File: src/rtl/sysctl_pkg.sv
package sysctl_pkg;

  typedef enum logic [3:0] {
    RS_NONE, RS_CTRL, RS_LEDS, RS_OPT_A, RS_SWITCH, RS_CONST4,
    RS_OPT_B, RS_OPT_C, RS_LOCK, RS_AUXID, RS_MAINID
  } reg_sel_e;

  // word indexes (byte offset / 4)
  localparam int W_CTRL   = 'h000;
  localparam int W_LEDS   = 'h001;
  localparam int W_OPT_A  = 'h002;
  localparam int W_SWITCH = 'h003;
  localparam int W_CONST4 = 'h004;
  localparam int W_OPT_B  = 'h005;
  localparam int W_OPT_C  = 'h006;
  localparam int W_LOCK   = 'h040;
  localparam int W_AUXID  = 'h3FE;
  localparam int W_MAINID = 'h3FF;

  localparam int LOOPS = 8;

  function automatic logic reg_present(input int variant, input reg_sel_e s);
    case (s)
      RS_NONE:         return 1'b0;
      RS_OPT_A, RS_OPT_B: return (variant == 1) || (variant == 2);
      RS_OPT_C:        return variant == 1;
      default:         return 1'b1;
    endcase
  endfunction

  function automatic logic reg_writable(input reg_sel_e s);
    case (s)
      RS_CTRL, RS_LEDS, RS_OPT_A, RS_OPT_B, RS_OPT_C, RS_LOCK: return 1'b1;
      default: return 1'b0;
    endcase
  endfunction

  // summary bit: every loop either locked or masked out
  function automatic logic loops_all_ok(input logic [LOOPS-1:0] mask,
                                        input logic [LOOPS-1:0] locked);
    logic ok;
    ok = 1'b1;
    for (int n = 0; n < LOOPS; n++) begin
      ok = ok & (locked[n] | ~mask[n]);
    end
    return ok;
  endfunction

endpackage

File: src/rtl/sysctl_decode.sv
module sysctl_decode
  import sysctl_pkg::*;
#(
  parameter int VARIANT = 1,
  parameter int ADDR_W  = 12
) (
  input  logic [ADDR_W-1:0] addr,
  output reg_sel_e          sel,
  output logic              mapped,
  output logic              writable
);
  localparam int WORD_W = ADDR_W - 2;

  logic [WORD_W-1:0] word;
  logic              aligned;
  reg_sel_e          raw;

  assign word    = addr[ADDR_W-1:2];
  assign aligned = (addr[1:0] == 2'b00);

  always_comb begin
    case (int'(word))
      W_CTRL:   raw = RS_CTRL;
      W_LEDS:   raw = RS_LEDS;
      W_OPT_A:  raw = RS_OPT_A;
      W_SWITCH: raw = RS_SWITCH;
      W_CONST4: raw = RS_CONST4;
      W_OPT_B:  raw = RS_OPT_B;
      W_OPT_C:  raw = RS_OPT_C;
      W_LOCK:   raw = RS_LOCK;
      W_AUXID:  raw = RS_AUXID;
      W_MAINID: raw = RS_MAINID;
      default:  raw = RS_NONE;
    endcase
  end

  assign mapped   = aligned && reg_present(VARIANT, raw);
  assign sel      = mapped ? raw : RS_NONE;
  assign writable = mapped && reg_writable(raw);

endmodule

File: src/rtl/sysctl_cfg_word.sv
module sysctl_cfg_word #(
  parameter bit          PRESENT = 1'b1,
  parameter logic [31:0] RST_VAL = 32'h0
) (
  input  logic        clk,
  input  logic        rst_n,
  input  logic        we,
  input  logic [31:0] d,
  output logic [31:0] q
);
  generate
    if (PRESENT) begin : g_flop
      logic [31:0] q_r;
      always_ff @(posedge clk or negedge rst_n) begin
        if (!rst_n)  q_r <= RST_VAL;
        else if (we) q_r <= d;
      end
      assign q = q_r;
    end else begin : g_absent
      assign q = 32'h0;
    end
  endgenerate

endmodule

File: src/rtl/sysctl_lockstat.sv
module sysctl_lockstat
  import sysctl_pkg::*;
(
  input  logic             clk,
  input  logic             rst_n,
  input  logic             we,
  input  logic [7:0]       mask_d,
  input  logic [LOOPS-1:0] locked_i,
  output logic [31:0]      status_word
);
  logic [LOOPS-1:0] mask_q;
  logic             all_ok;

  always_ff @(posedge clk or negedge rst_n) begin
    if (!rst_n)  mask_q <= '1;
    else if (we) mask_q <= mask_d;
  end

  assign all_ok      = loops_all_ok(mask_q, locked_i);
  assign status_word = {mask_q, locked_i, 15'h0, all_ok};

  assert_mask_holds_R6: assert property (@(posedge clk) disable iff (!rst_n)
    !we |=> $stable(mask_q));

  assert_mask_loads_R6: assert property (@(posedge clk) disable iff (!rst_n)
    we |=> (status_word[31:24] == $past(mask_d)));

endmodule

File: src/rtl/sysctl_regfile.sv
module sysctl_regfile
  import sysctl_pkg::*;
#(
  parameter int          VARIANT  = 1,
  parameter int          NUM_LEDS = 8,
  parameter int          ADDR_W   = 12,
  parameter logic [31:0] CFG0_RST = 32'h0,
  parameter logic [31:0] CFG4_VAL = 32'h0,
  parameter logic [31:0] AID_VAL  = 32'h0,
  parameter logic [31:0] ID_VAL   = 32'h0
) (
  input  logic                clk,
  input  logic                rst_n,
  input  logic                bus_sel,
  input  logic                bus_wr,
  input  logic [ADDR_W-1:0]   bus_addr,
  input  logic [31:0]         bus_wdata,
  output logic [31:0]         bus_rdata,
  output logic                remap_o,
  output logic [NUM_LEDS-1:0] led_o,
  input  logic [7:0]          loop_locked_i,
  output logic                bad_access_o
);
  localparam bit HAS_A = reg_present(VARIANT, RS_OPT_A);
  localparam bit HAS_B = reg_present(VARIANT, RS_OPT_B);
  localparam bit HAS_C = reg_present(VARIANT, RS_OPT_C);

  reg_sel_e dec_sel;
  logic     dec_mapped, dec_writable;

  sysctl_decode #(.VARIANT(VARIANT), .ADDR_W(ADDR_W)) u_dec (
    .addr(bus_addr), .sel(dec_sel), .mapped(dec_mapped), .writable(dec_writable)
  );

  // named bus events
  logic rd_ev, wr_ev, bad_ev, store_ev;
  assign rd_ev    = bus_sel && !bus_wr;
  assign wr_ev    = bus_sel && bus_wr;
  assign bad_ev   = bus_sel && (!dec_mapped || (bus_wr && !dec_writable));
  assign store_ev = wr_ev && dec_writable;

  logic [31:0] ctrl_q, leds_q, opt_a_q, opt_b_q, opt_c_q, lock_word;

  sysctl_cfg_word #(.PRESENT(1'b1), .RST_VAL(CFG0_RST)) u_ctrl (
    .clk(clk), .rst_n(rst_n), .we(store_ev && dec_sel == RS_CTRL),
    .d(bus_wdata), .q(ctrl_q));
  sysctl_cfg_word #(.PRESENT(1'b1), .RST_VAL(32'h0)) u_leds (
    .clk(clk), .rst_n(rst_n), .we(store_ev && dec_sel == RS_LEDS),
    .d(bus_wdata), .q(leds_q));
  sysctl_cfg_word #(.PRESENT(HAS_A), .RST_VAL(32'h0)) u_opt_a (
    .clk(clk), .rst_n(rst_n), .we(store_ev && dec_sel == RS_OPT_A),
    .d(bus_wdata), .q(opt_a_q));
  sysctl_cfg_word #(.PRESENT(HAS_B), .RST_VAL(32'h0)) u_opt_b (
    .clk(clk), .rst_n(rst_n), .we(store_ev && dec_sel == RS_OPT_B),
    .d(bus_wdata), .q(opt_b_q));
  sysctl_cfg_word #(.PRESENT(HAS_C), .RST_VAL(32'h0)) u_opt_c (
    .clk(clk), .rst_n(rst_n), .we(store_ev && dec_sel == RS_OPT_C),
    .d(bus_wdata), .q(opt_c_q));

  sysctl_lockstat u_lock (
    .clk(clk), .rst_n(rst_n), .we(store_ev && dec_sel == RS_LOCK),
    .mask_d(bus_wdata[31:24]), .locked_i(loop_locked_i), .status_word(lock_word));

  logic [31:0] rd_mux;
  always_comb begin
    case (dec_sel)
      RS_CTRL:   rd_mux = ctrl_q;
      RS_LEDS:   rd_mux = leds_q;
      RS_OPT_A:  rd_mux = opt_a_q;
      RS_SWITCH: rd_mux = 32'h0;
      RS_CONST4: rd_mux = CFG4_VAL;
      RS_OPT_B:  rd_mux = opt_b_q;
      RS_OPT_C:  rd_mux = opt_c_q;
      RS_LOCK:   rd_mux = lock_word;
      RS_AUXID:  rd_mux = AID_VAL;
      RS_MAINID: rd_mux = ID_VAL;
      default:   rd_mux = 32'h0;
    endcase
  end

  always_ff @(posedge clk or negedge rst_n) begin
    if (!rst_n) begin
      bus_rdata    <= 32'h0;
      bad_access_o <= 1'b0;
    end else begin
      if (rd_ev) bus_rdata <= rd_mux;
      bad_access_o <= bad_ev;
    end
  end

  assign remap_o = ctrl_q[0];
  assign led_o   = leds_q[NUM_LEDS-1:0];

  // ---------------- assertions ----------------
  assert_remap_follows_R2: assert property (@(posedge clk) disable iff (!rst_n)
    (wr_ev && bus_addr == '0) |=> (remap_o == $past(bus_wdata[0])));

  assert_led_follows_R3: assert property (@(posedge clk) disable iff (!rst_n)
    (wr_ev && int'(bus_addr) == 4) |=> (led_o == $past(bus_wdata[NUM_LEDS-1:0])));

  assert_absent_flagged_R4: assert property (@(posedge clk) disable iff (!rst_n)
    (bus_sel && int'(bus_addr) == 'h18 && VARIANT != 1) |=> bad_access_o);

  assert_const_write_flagged_R5: assert property (@(posedge clk) disable iff (!rst_n)
    (wr_ev && int'(bus_addr) == 'hFFC) |=> bad_access_o);

  assert_bad_read_zero_R8: assert property (@(posedge clk) disable iff (!rst_n)
    (rd_ev && !dec_mapped) |=> (bus_rdata == 32'h0));

  assert_bad_only_after_access_R8: assert property (@(posedge clk) disable iff (!rst_n)
    !bus_sel |=> !bad_access_o);

  assert_rdata_holds_R9: assert property (@(posedge clk) disable iff (!rst_n)
    !rd_ev |=> $stable(bus_rdata));

  assert_misaligned_flagged_R10: assert property (@(posedge clk) disable iff (!rst_n)
    (bus_sel && bus_addr[1:0] != 2'b00) |=> bad_access_o);

endmodule

File: config.mk
export PLATFORM = sky130hd
export DESIGN_NAME = sysctl_regfile
export DESIGN_NICKNAME = d
export VERILOG_FILES = /design/src/rtl/sysctl_pkg.sv /design/src/rtl/sysctl_decode.sv /design/src/rtl/sysctl_cfg_word.sv /design/src/rtl/sysctl_lockstat.sv /design/src/rtl/sysctl_regfile.sv
export SDC_FILE = /design/constraint.sdc
export NUM_CORES = 1
export LEC_CHECK = 0
export CAP_MARGIN = 25
export CORE_MARGIN = 2
export CORE_UTILIZATION = 40
export DETAILED_ROUTE_END_ITERATION = 12
export PLACE_DENSITY = 0.63
export REMOVE_ABC_BUFFERS = 1
export SLEW_MARGIN = 5
export SYNTH_ARGS = -nofsm -noshare
export SYNTH_HDL_FRONTEND = slang
export SYNTH_HIERARCHICAL = 1
export SYNTH_SLANG_ARGS = --single-unit
File: constraint.sdc
create_clock -name clk -period 2.1 [get_ports clk]
set_input_delay 0.21 -clock clk [delete_from_list [all_inputs] [get_ports clk]]
set_output_delay 0.21 -clock clk [all_outputs]
set_load 0.01 [all_outputs]
# Yosys cells after proc, flatten, opt, wreduce, memory -nomap -nowiden
# Index checks and enable logic that the tools add are counted.
op_classes:
  n_eq_ne: 21
  muxes: 5
  bitwise: 23
  n_reduce_logical: 21
ops:
  columns: ["operator", "count"]
  rows:
  - ["one-hot mux 32 bit (6 select lines)", 1]
  - ["one-hot mux 4 bit (10 select lines)", 1]
  - ["== test 10 x 3 -> 1 bit (second input constant)", 3]
  - ["== test 10 bit (second input constant)", 2]
  - ["== test 10 x 2 -> 1 bit (second input constant)", 2]
  - ["== test 4 x 2 -> 1 bit (second input constant)", 4]
  - ["== test 4 x 3 -> 1 bit (second input constant)", 4]
  - ["logical AND 1 bit", 13]
  - ["== test 10 x 1 -> 1 bit (second input constant)", 1]
  - ["== test 10 x 7 -> 1 bit (second input constant)", 1]
  - ["logical NOT 10 bit", 1]
  - ["== test 4 x 1 -> 1 bit (second input constant)", 2]
  - ["== test 4 bit (second input constant)", 2]
  - ["NOT 1 bit", 8]
  - ["bitwise OR 1 bit", 8]
  - ["AND 1 bit", 7]
  - ["OR reduction 6 bit", 1]
  - ["logical NOT 4 bit", 1]
  - ["two-way mux 4 bit", 1]
  - ["logical NOT 1 bit", 3]
  - ["logical NOT 2 bit", 1]
  - ["two-way mux 1 bit", 2]
  - ["logical OR 1 bit", 1]
totals:
  reg_bits: 201
  in_bits: 56
  out_inout_bits: 42
  elab_cells: 78

# Depth between registers and ports, before layout
# Gate-level depths: netlist of the first run.
depth:
  ltp_word: 10
  mapped_depth: 13
  mapped_depth_nobuf: 9

# Modules after synthesis
# Netlist of the first run, hierarchy kept.
modules_own_cells:
  columns: ["module", "n_inst", "cells_each", "area_per_inst_um2", "seq_area_each_um2"]
  rows:
  - ["sysctl_cfg_word", 5, 68, 1345.0, 800.8]
  - ["sysctl_regfile", 1, 298, 2715.1, 825.8]
  - ["sysctl_lockstat", 1, 63, 543.0, 210.2]
  - ["sysctl_decode", 1, 31, 187.7, 0.0]

# Worst setup path after synthesis of the first run
# Ideal clock, no wire load.
synth_path:
  path_kind: "input to register"
  from: "input bus_addr[5]"
  to: "register u_opt_c.g_flop.q_r[0], in the netlist u_opt_c/q[0]"
  setup_time_ps: 125
  t_arrival_ps: 3014
  t_required_ps: 1975
  setup_slack_ps: -1039
  path_stages: 12
  n_path_buf: 5
  cell_sequence: "or4_1 > nor3_1 > nand2_1 > a211oi_1 > buf_6 > buf_6 > buf_2 > and2_1 > nor4bb_1 > buf_6 > buf_12 > mux2_4"
synth_via:
  elab_chain_cells: 8
  elab_cells_between_ends: 27
  classes_between: "16 x eq/ne; 4 x mux; 7 x reduce/logical"
synth_lines:
  columns: ["item", "line_no", "rtl"]
  rows:
  - ["from (decl)", "sysctl_regfile.sv:16", "input logic [ADDR_W-1:0] bus_addr,"]
  - ["== test 10 bit (tied with other cells)", "sysctl_decode.sv:22", "case (int'(word))"]
  - ["one-hot mux 4 bit (10 select lines) *", "sysctl_decode.sv:22", null]
  - ["logical NOT 4 bit", "sysctl_pkg.sv:23", "case (s)"]
  - ["two-way mux 1 bit", "sysctl_pkg.sv:23", null]
  - ["logical AND 1 bit", "sysctl_decode.sv:37", "assign mapped = aligned && reg_present(VARIANT, raw);"]
  - ["two-way mux 4 bit *", "sysctl_decode.sv:38", "assign sel = mapped ? raw : RS_NONE;"]
  - ["named net dec_sel[0]", "sysctl_regfile.sv:28", "reg_sel_e dec_sel;"]
  - ["== test 4 x 3 -> 1 bit *", "sysctl_regfile.sv:57", ".clk(clk), .rst_n(rst_n), .we(store_ev && dec_sel == RS_OPT_C),"]
  - ["logical AND 1 bit *", "sysctl_regfile.sv:57", null]
  - ["to (signal assigned)", "sysctl_cfg_word.sv:15", "if (!rst_n) q_r <= RST_VAL;"]
  - ["to (signal assigned)", "sysctl_cfg_word.sv:16", "else if (we) q_r <= d;"]
  - ["to (decl)", "sysctl_cfg_word.sv:13", "logic [31:0] q_r;"]
# The timed path passes the listed nets; every way through them passes the cells marked *.
# A chain may end at the register's enable or synchronous reset.

# Worst setup path in the final report of the first run
layout_path:
  from: "input bus_addr[5]"
  to: "register u_opt_c.g_flop.q_r[6], in the netlist u_opt_c/q[6]"
layout_via:
  elab_chain_cells: 8
  elab_cells_between_ends: 27
  classes_between: "16 x eq/ne; 4 x mux; 7 x reduce/logical"
layout_lines:
  columns: ["item", "line_no", "rtl"]
  rows:
  - ["== test 10 bit (tied with other cells)", "sysctl_decode.sv:22", null]
  - ["one-hot mux 4 bit (10 select lines) *", "sysctl_decode.sv:22", null]
  - ["logical NOT 4 bit *", "sysctl_pkg.sv:23", null]
  - ["two-way mux 1 bit *", "sysctl_pkg.sv:23", null]
  - ["logical AND 1 bit *", "sysctl_decode.sv:37", null]
  - ["named net dec_mapped", "sysctl_regfile.sv:29", "logic dec_mapped, dec_writable;"]
  - ["two-way mux 4 bit *", "sysctl_decode.sv:38", null]
  - ["named net dec_sel[1]", "sysctl_regfile.sv:28", null]
  - ["== test 4 x 3 -> 1 bit *", "sysctl_regfile.sv:57", null]
  - ["logical AND 1 bit *", "sysctl_regfile.sv:57", null]
# Marked as above.

==> metrics list, run 1 <==
- STA classifies the critical path endpoint as a register.
* Core Region: 0.02511 mm²
* Skew-Pair Late Insertion Delay: 0.52 ns
- Antenna violations before repair: 0
* Xor and xnor fraction of the mapped netlist area: 0.0008611
* Crit Reg-Reg Endpoint: bus_rdata[0]
* Aggregate routed wire length: between 20000 and 30000 µm
* Slack of the worst reg-to-reg path: around 0.4 ns
* Switching share of power: 0.2285
- Initial Utilization: 0.4051
- The floorplan step defined a die boundary enclosing between 0.02 and 0.03 mm².
- Total congestion overflow: 0
* Combinational family with the most area after synthesis: multiplexers
- Pin count of the biggest net entering global routing: 60
- Clock tree sinks: approximately 200
- Setup repair after global routing missed its margin: yes
- Via count of the first global-routing pass: 7519
* Violations in the final reports: setup timing
* Cell at the root of the clock tree: clkbuf_16
* Hold/Removal Path Class: in -> async
* IO Port Bufs: 97
- The final-report hold violation count came to 0.
- Sequential group share of total power: 0.464
- Area added between synthesis and finish: 37.42%
* Yosys reg bits: 201
- # nets final: approximately 1000
- Synth Flop Type: dfrtp_1
- Prior to clock tree synthesis, the placed netlist has a worst setup slack of -1.314 ns.
- The filler cells instantiated in the layout total 2039.
- No sink is reached through more buffers than the 3 on the longest clock path.
- Number of distinct library cells after synthesis: 53
- The repair_antennas step left the layout with diodes totalling 0.
* Horizontal extent of the die: 163.5 µm
- Critical-path cell list: buf_6 > or4_4 > or4_4 > o22ai_4 > a21boi_4 > and2_4 > nor4bb_4 > buf_6 > buf_12 > mux2_4
* Routability Congestion: between 0.7 and 0.8
* Max cap viols: 0
- In this run the worst path has a maximum fanout of 8.
- In this run the static leakage power is roughly 6.2 nW.
- After detailed routing, the average wire length per cell comes to 21.98 µm.
* Syn avg cell area: 13.89 µm²
- Among all stages on the critical path, the largest delay is contributed by or4_4.
* Final count of negative-setup-slack endpoints: 200
- The internal power of the cells totals ~6.6 mW.
- Of the synthesized area, sequential elements account for 0.4955.
* Via count: ~7000
* Sum of internal, switching and leakage power: 8.614 mW
- At the pin with the least slew margin, the transition time is roughly 0.57 ns.
- The share of the synthesized area in compound gates (AO/OA/AOI/OAI) came to 0.1020.
- The sequential cells in the finished layout cover a total of 0.005040 mm².
- Yosys top cell area share: 0.4748
- Initial drt markers: roughly 400
* Fraction of layout instances using a drive strength above 1: 0.4619
- Of the post-synthesis cell area, the part taken by muxes is 0.2657.
- Synth Area in Simple Gates: 0.06163
- Share of the clock period used by the worst path after layout: 1.174
* Critical path data required time: 2.50 ns
- The final-report max-slew violation count was 0.
- Crit Path Category: in -> reg
* Min setup slack post-route: -0.3652 ns
- The smallest clock period supported by the final layout is computed as 2.465 ns.
* Top achievable clock speed: 405.6 MHz
- Power density over the cells: between 600 and 700 mW/mm²
- For this run, the slowest stage of the critical path takes 0.54 ns.
* Standard-cell row count: 58
- In the synthesized netlist the async set-or-reset flop fraction comes to 1.000.
* Number of warnings reported in the yosys synthesis log: 6
- Number of detailed-routing iterations run before antenna repair: 5
- TritonCTS created 23 clock buffers.
- Critical path arrival: between 2 and 3 ns
* Dominant cell type by area after synthesis: dfrtp_1
* Remaining antenna violation count after routing: 0
- Max VDD drop: 507.1 µV
* Global-route wire length before repair: around 45000 µm
- The wire-length estimate of the detail-placed layout is between 15000 and 20000 µm.
* Crit path launch type: primary input
- For this run, the total global-route usage over all layers was measured as 0.2185.
* TritonCTS clock tree: done
- Clock input transition at the sequential cells of the worst setup and hold paths: 0.06 ns
* Worst slew margin relative to its limit: 0.6199
- Gate Count Post-Synth: 732
- Summing all multi-input logic gate instances after layout gives 0.004840 mm².
* Largest cells by area after synthesis: dfrtp_1, mux2_4, buf_12
- CTS built an H-tree with a depth of 1.
* Clock power share: 0.462
- Origin of the critical flop-to-flop path: u_lock/mask_q[5]
- Switch Pwr: 1.968 mW
- Fraction of power consumed by combinational cells: 0.074
- The die is approximately 160 µm tall.
* Netlist area before placement: 0.01017 mm²
- Number of DRC violations after detailed routing: 0
* Status: finished with violations
- The clock arrives with 0.01467 ns of skew.
- Vias per cell: roughly 5.3
- Cell depth of the worst flop-to-flop path: 6
- In this run, synthesis inferred 0 flip-flops with an integrated enable.
- During I/O placement, the number of pins put on the boundary was 98.
- Arithmetic-cell share of the synthesized area counting full adders, half adders and majority gates: 0
layout make-up:
cell class,count,area share
Sequential cell,201,0.3606
Multi-Input combinational cell,460,0.3463
Timing Repair Buffer,259,0.2080
Clock buffer,35,0.04655
Tap cell,330,0.02954
Clock inverter,7,0.006356
Inverter,10,0.002686
power by group through the flow:
| stage | logic [mW] | registers, mW | clock network (mW) |
|---|---|---|---|
| final | 0.640 | 4.00 | 3.98 |
| after global routing | 0.696 | 4.00 | 4.20 |
| after CTS | 0.640 | 3.99 | 4.05 |
| after detailed placement | 0.625 | 4.06 | 0 |
| after global placement | 0.618 | 4.06 | 0 |
| after floorplan | 0.116 | 4.09 | 0 |
what timing repair did:
| item | CTS | global route |
|---|---|---|
| hold buffers | 1 | 0 |
| gates resized for setup | 159 | 46 |
| endpoints found under the setup margin | 200 | 200 |
| pin swaps | 30 | 24 |
| setup buffers | 52 | 10 |
| hold endpoints to repair | 52 | 0 |
| cloned | 15 | 1 |
routing by layer:
layer	wire length [µm]	track usage	up-vias
li1	-	-	3097
met1	12720	0.3030	3611
met2	13840	0.3579	198
met3	1408	0.03860	52
met4	663	0.05064	0
met5	0	0	-
kinds of logic (layout without fill, tap and decap cells):
family	after synthesis	after routing
flip-flops	201	201
multiplexers	187	187
AO/OA/AOI/OAI	139	139
AND/OR/NAND/NOR	117	118
buffers and inverters	86	311
other	1	15
XOR/XNOR	1	1
state kept, by name (all words and copies together) (netlist names):
| name | count |
|---|---|
| bus_rdata | 32 |
| u_opt_c/q | 32 |
| u_leds/q | 32 |
| u_opt_a/q | 32 |
| u_lock/mask_q | 8 |
| u_ctrl/q | 32 |
| bad_access_o | 1 |
| u_opt_b/q | 32 |
worst max-delay path: cells and delay by family:
kind                   cells  cell delay, ns
AOI/OAI and AO/OA          2            0.42
buffers and inverters      3            0.47
muxes                      1            0.30
and+or+nand+nor            4            1.47
per-stage QoR:
stage / cells / TNS [ns] / cell area [µm²] / util / hold slack (ns)
after floorplan: 670 / -1208.10 / 9509 / - / -0.08559
after global placement: 1192 / -236.23 / 11910 / 0.4745 / 0.2488
after detailed placement: 1192 / -243.36 / 11910 / 0.4745 / 0.2516
after CTS: 1299 / -45.15 / 13830 / 0.5507 / 0.2898
after global routing: 1302 / -69.74 / 13980 / 0.5567 / 0.3133
final: 1302 / -53.87 / 13980 / 0.5567 / 0.2697
placed cells by master, fill, tap and decap left out, types with 5 or more instances in the layout:
cell / n
clkbuf_1: 9
mux2i_1: 18
buf_12: 26
mux4_2: 5
nor2b_1: 11
o22a_1: 5
buf_8: 6
inv_1: 10
a22oi_1: 27
buf_6: 40
o21ai_2: 5
clkbuf_16: 24
o32a_1: 7
a22o_1: 16
nand2_1: 10
mux2_4: 162
o21ai_1: 9
a221o_1: 5
buf_4: 80
dfrtp_1: 193
buf_16: 9
o21ai_0: 7
a21oi_1: 5
dfstp_2: 8
a221oi_1: 6
a22oi_2: 10
nor2_1: 38
buf_2: 5
a31oi_1: 13
nand2_2: 8
conb_1: 15
clkdlybuf4s50_1: 84
worst max path at each step:
stage | from | endpoint | slack (ns) | cells after the start
5_1_grt | bus_addr[5] | u_opt_c/q[13] | -0.45 | 10
3_5_place_dp | bus_addr[5] | bus_rdata[24] | -1.31 | 12
4_1_cts | bus_addr[5] | u_opt_b/q[10] | -0.32 | 12
6_report | bus_addr[5] | u_opt_c/q[6] | -0.37 | 10
3_3_place_gp | bus_addr[5] | bus_rdata[24] | -1.32 | 12
2_1_floorplan | bus_addr[5] | u_opt_c/q[29] | -8.68 | 7
cells in the mapped netlist, types with 6 or more instances:
cell type	instances
dfstp_2	8
mux2_2	14
buf_6	8
buf_12	15
a31oi_1	13
a22o_1	16
mux2_4	150
nor2_1	43
mux2i_1	18
o32a_1	7
a22oi_1	37
a21oi_1	9
inv_1	10
dfrtp_1	193
nand2_1	20
buf_4	29
nor2b_1	16
o21ai_0	21
buf_2	13
nand3_1	6
a221oi_1	8
clkbuf_1	11
Power figures use the tool's default switching activity.
==> run 2, diff against run 1 <==
--- a/config.mk
+++ b/config.mk
@@ -9,6 +9,7 @@
 export CORE_MARGIN = 2
 export CORE_UTILIZATION = 40
 export DETAILED_ROUTE_END_ITERATION = 12
+export GPL_TIMING_DRIVEN = 0
 export PLACE_DENSITY = 0.63
 export REMOVE_ABC_BUFFERS = 1
 export SLEW_MARGIN = 5
==> run 2 against run 1 <==
Count of clock-buffer cells in the layout is 6 lower. The flow still finishes with violations (setup timing). Via count is 0.11% lower. Sequential share of layout area rose by 0.42 points. First-iteration DRC count is 14% higher. Worst setup slack lost 0.18 ns. Combinational power shrank 5.8%.
==> metrics list, run 2 (same netlist as run 1, synthesis figures left out) <==
- Leaving out fill and tap cells, the most frequent cell in the layout is dfrtp_1.
- IO Port Bufs: 97 (unchanged)
* Share of the clock period used by the worst path after layout: 1.260 (+0.08656)
- Vias per cell: 5.451 (+2.0%)
- TritonCTS built the clock tree.
* Antenna violations before repair: 0 (unchanged)
- Clock input transition at the sequential cells of the worst setup and hold paths: 0.06 ns (about the same)
- Core Region: 0.02511 mm² (unchanged)
* Global routing met3 resource utilization: 0.03174 (-0.006856)
* Skew-Pair Late Insertion Delay: 0.52 ns (about the same)
- Via count: 6950 (-0.11%)
- Hold/Removal Path Class: in -> async
- The half-perimeter wire length of the detailed placement result came to 15820 µm (-5.3%).
- The total I/O pin count is 98 (unchanged).
- Number of levels the H-tree was split into: 1 (unchanged)
- Hold Vio Cnt, Final: 0 (unchanged)
- Clock tree sinks: 201 (unchanged)
- Cell repeated most along the worst path: buf_6
- The final-report max-slew violation count was 0 (unchanged).
* Standard-cell row count: 58 (unchanged)
- The peak supply drop came to 463.2 µV (-8.7%).
- Number of detailed-routing iterations run before antenna repair: 6 (+1)
* Most utilized layer in the global route result: met2
* Total CTS buffers: 23 (unchanged)
* Status: finished with violations
- The highest net fanout along the worst path came to 8 (unchanged).
* Met2 track demand over resource: 0.3437 (-0.01419)
- Area added between synthesis and finish: 35.84%
- The final reports fail on setup timing.
- The top cell types in the final layout, fill and taps aside, are dfrtp_1, mux2_4, clkdlybuf4s50_1.
- The antenna cell count is 0 (unchanged).
* Power density over the cells: 632.2 mW/mm² (+2.6%)
* Pin count of the biggest net entering global routing: 108 (+80%)
* Global-route wire length before repair: 44230 µm (-1.6%)
- The reported leakage power was 6.059 nW (-2.5%).
* Max cap viols: 0 (unchanged)
- The maximum buffer depth of the clock tree is 3 (unchanged).
* Via count of the first global-routing pass: 7377 (-1.9%)
- The count of routing violations after the opening detailed-route iteration was 470 (+14%).
* Final count of negative-setup-slack endpoints: 200 (unchanged)
- The starting density of the core is 0.4051 (unchanged).
* Floorplan die height: 163.5 µm (unchanged)
- Post-layout util: 0.5502 (-0.006428)
- Walking the worst path, the cells encountered are buf_6 > or4_4 > or4_4 > o22ai_4 > a21boi_4 > buf_6 > and2_4 > nor4bb_4 > buf_4 > buf_6 > buf_12 > mux2_4.
- The longest individual stage delay on the worst path came to 0.53 ns (about the same).
- Total congestion overflow: 0 (unchanged)
- The placement-stage cell area was 0.01140 mm² (-4.3%).
- Overall die area: 0.02672 mm² (unchanged)
* Final critical path time including I/O delays and setup: 2.647 ns (+0.1818 ns)
* Sum of internal, switching and leakage power: 8.734 mW (+1.4%)
* Critical path arrival: 3.04 ns (+0.18 ns)
- Met1 Use GR: 0.3052 (+0.002176)
* Fraction of layout instances using a drive strength above 1: 0.4466 (-0.01537)
- The post-route cell area was 0.01382 mm² (-1.2%).
- Skew final: 0.01019 ns (-0.004475 ns)
- The total length of routed wires came to 28960 µm (+1.2%).
- The transition time at the pin with the least slew margin came to 0.7415 ns (+0.1714 ns).
- The die outline width came to 163.5 µm (unchanged).
* Top achievable clock speed: 377.8 MHz (-6.9%)
* Crit Path Category: in -> reg
* Min Hold Slack: 0.3065 ns (+0.03682 ns)
- Cell at the root of the clock tree: clkbuf_16
- Overall global routing resource usage: 0.2143 (-0.004182)
* Critical path data required time: 2.49 ns (about the same)
- Worst slew margin relative to its limit: 0.5057 (-0.1142)
- The worst setup path is launched from a primary input.
- The wire length per cell after detailed routing was 22.71 µm (+3.3%).
- STA classifies the critical path endpoint as a register.
* Cell type of the slowest stage on the worst timing path: or4_4
- The residual DRC count is 0 (unchanged).
* Setup repair after global routing missed its margin: yes
- Min setup slack post-route: -0.5470 ns (-0.1818 ns)
- The final-stage net count came to 984 (-2.7%).
- Remaining antenna violation count after routing: 0 (unchanged)
- The placer's final routability congestion estimate was 0.7377 (-5.5%).
run 2: cell types whose count changed in the layout (fill, tap and decap cells not counted), moves of 5 or more:
cell      previous run  this run
mux2_4             162       156
a22oi_1             27        16
clkbuf_1             9         4
buf_4               80        44
buf_6               40        48
nand2_1             10        17
nand2_2              8         2
a22oi_2             10        21
mux2_2               2         8
run 2: layer usage:
layer | share of wire | vias up | wire [µm]
met3 | 0.051 | 41 | 1484
met5 | 0 | - | 0
met1 | 0.45 | 3645 | 13040
met2 | 0.48 | 216 | 13830
li1 | - | 3048 | -
met4 | 0.021 | 0 | 605
run 2: worst max-delay path: cells and delay by family:
kind                   cells  cell delay [ns]
AO/OA/AOI/OAI              2             0.41
buffers and inverters      5             0.68
multiplexers               1             0.30
AND/OR/NAND/NOR            4             1.42
run 2: per-stage QoR:
| step | std cells | setup TNS (ns) | worst slack, ns |
|---|---|---|---|
| after floorplan | 670 | -1208.10 | -8.684 |
| after global placement | 1097 | -3913.48 | -16.24 |
| after detailed placement | 1124 | -452.99 | -3.053 |
| after CTS | 1260 | -74.07 | -0.4904 |
| after global routing | 1275 | -93.14 | -0.5848 |
| final | 1275 | -84.49 | -0.5470 |
run 2: timing repair:
item	CTS	global route
buffers inserted	85	28
pin swaps	58	50
endpoints found under the hold margin	92	0
setup endpoints to repair	200	201
hold buffers	1	0
cloned	10	3
gates resized for setup	151	40
run 2: path summary, 6_finish.rpt:
check	start	endpoint	slack, ns	cells past startpoint
setup / recovery	bus_addr[6]	u_opt_c/q[14]	-0.55	12
hold / removal	rst_n	u_ctrl/q[3]	0.31	2
setup reg to reg	u_lock/mask_q[6]	bus_rdata[0]	0.53	6
hold reg to reg	u_lock/mask_q[0]	u_lock/mask_q[0]	0.50	2
max in group asynchronous	rst_n	bus_rdata[4]	0.79	3
min in group clk	bus_wdata[26]	u_lock/mask_q[2]	0.36	3
run 2: power breakdown:
| part | switching, mW | internal, mW | leakage (nW) |
|---|---|---|---|
| sequential | 0.0479 | 3.95 | 2.72 |
| combinational | 0.304 | 0.299 | 2.97 |
| clock | 1.67 | 2.47 | 0.374 |
| total | 2.02 | 6.71 | 6.06 |
run 2: cell type report:
class	instances	area (µm²)
Multi-Input combinational cell	465	4893
Tap cell	330	412.9
Sequential cell	201	5040
Fill cell	2019	11290
Clock inverter	13	155.1
Timing Repair Buffer	227	2659
Clock buffer	29	618.1
Inverter	10	37.54
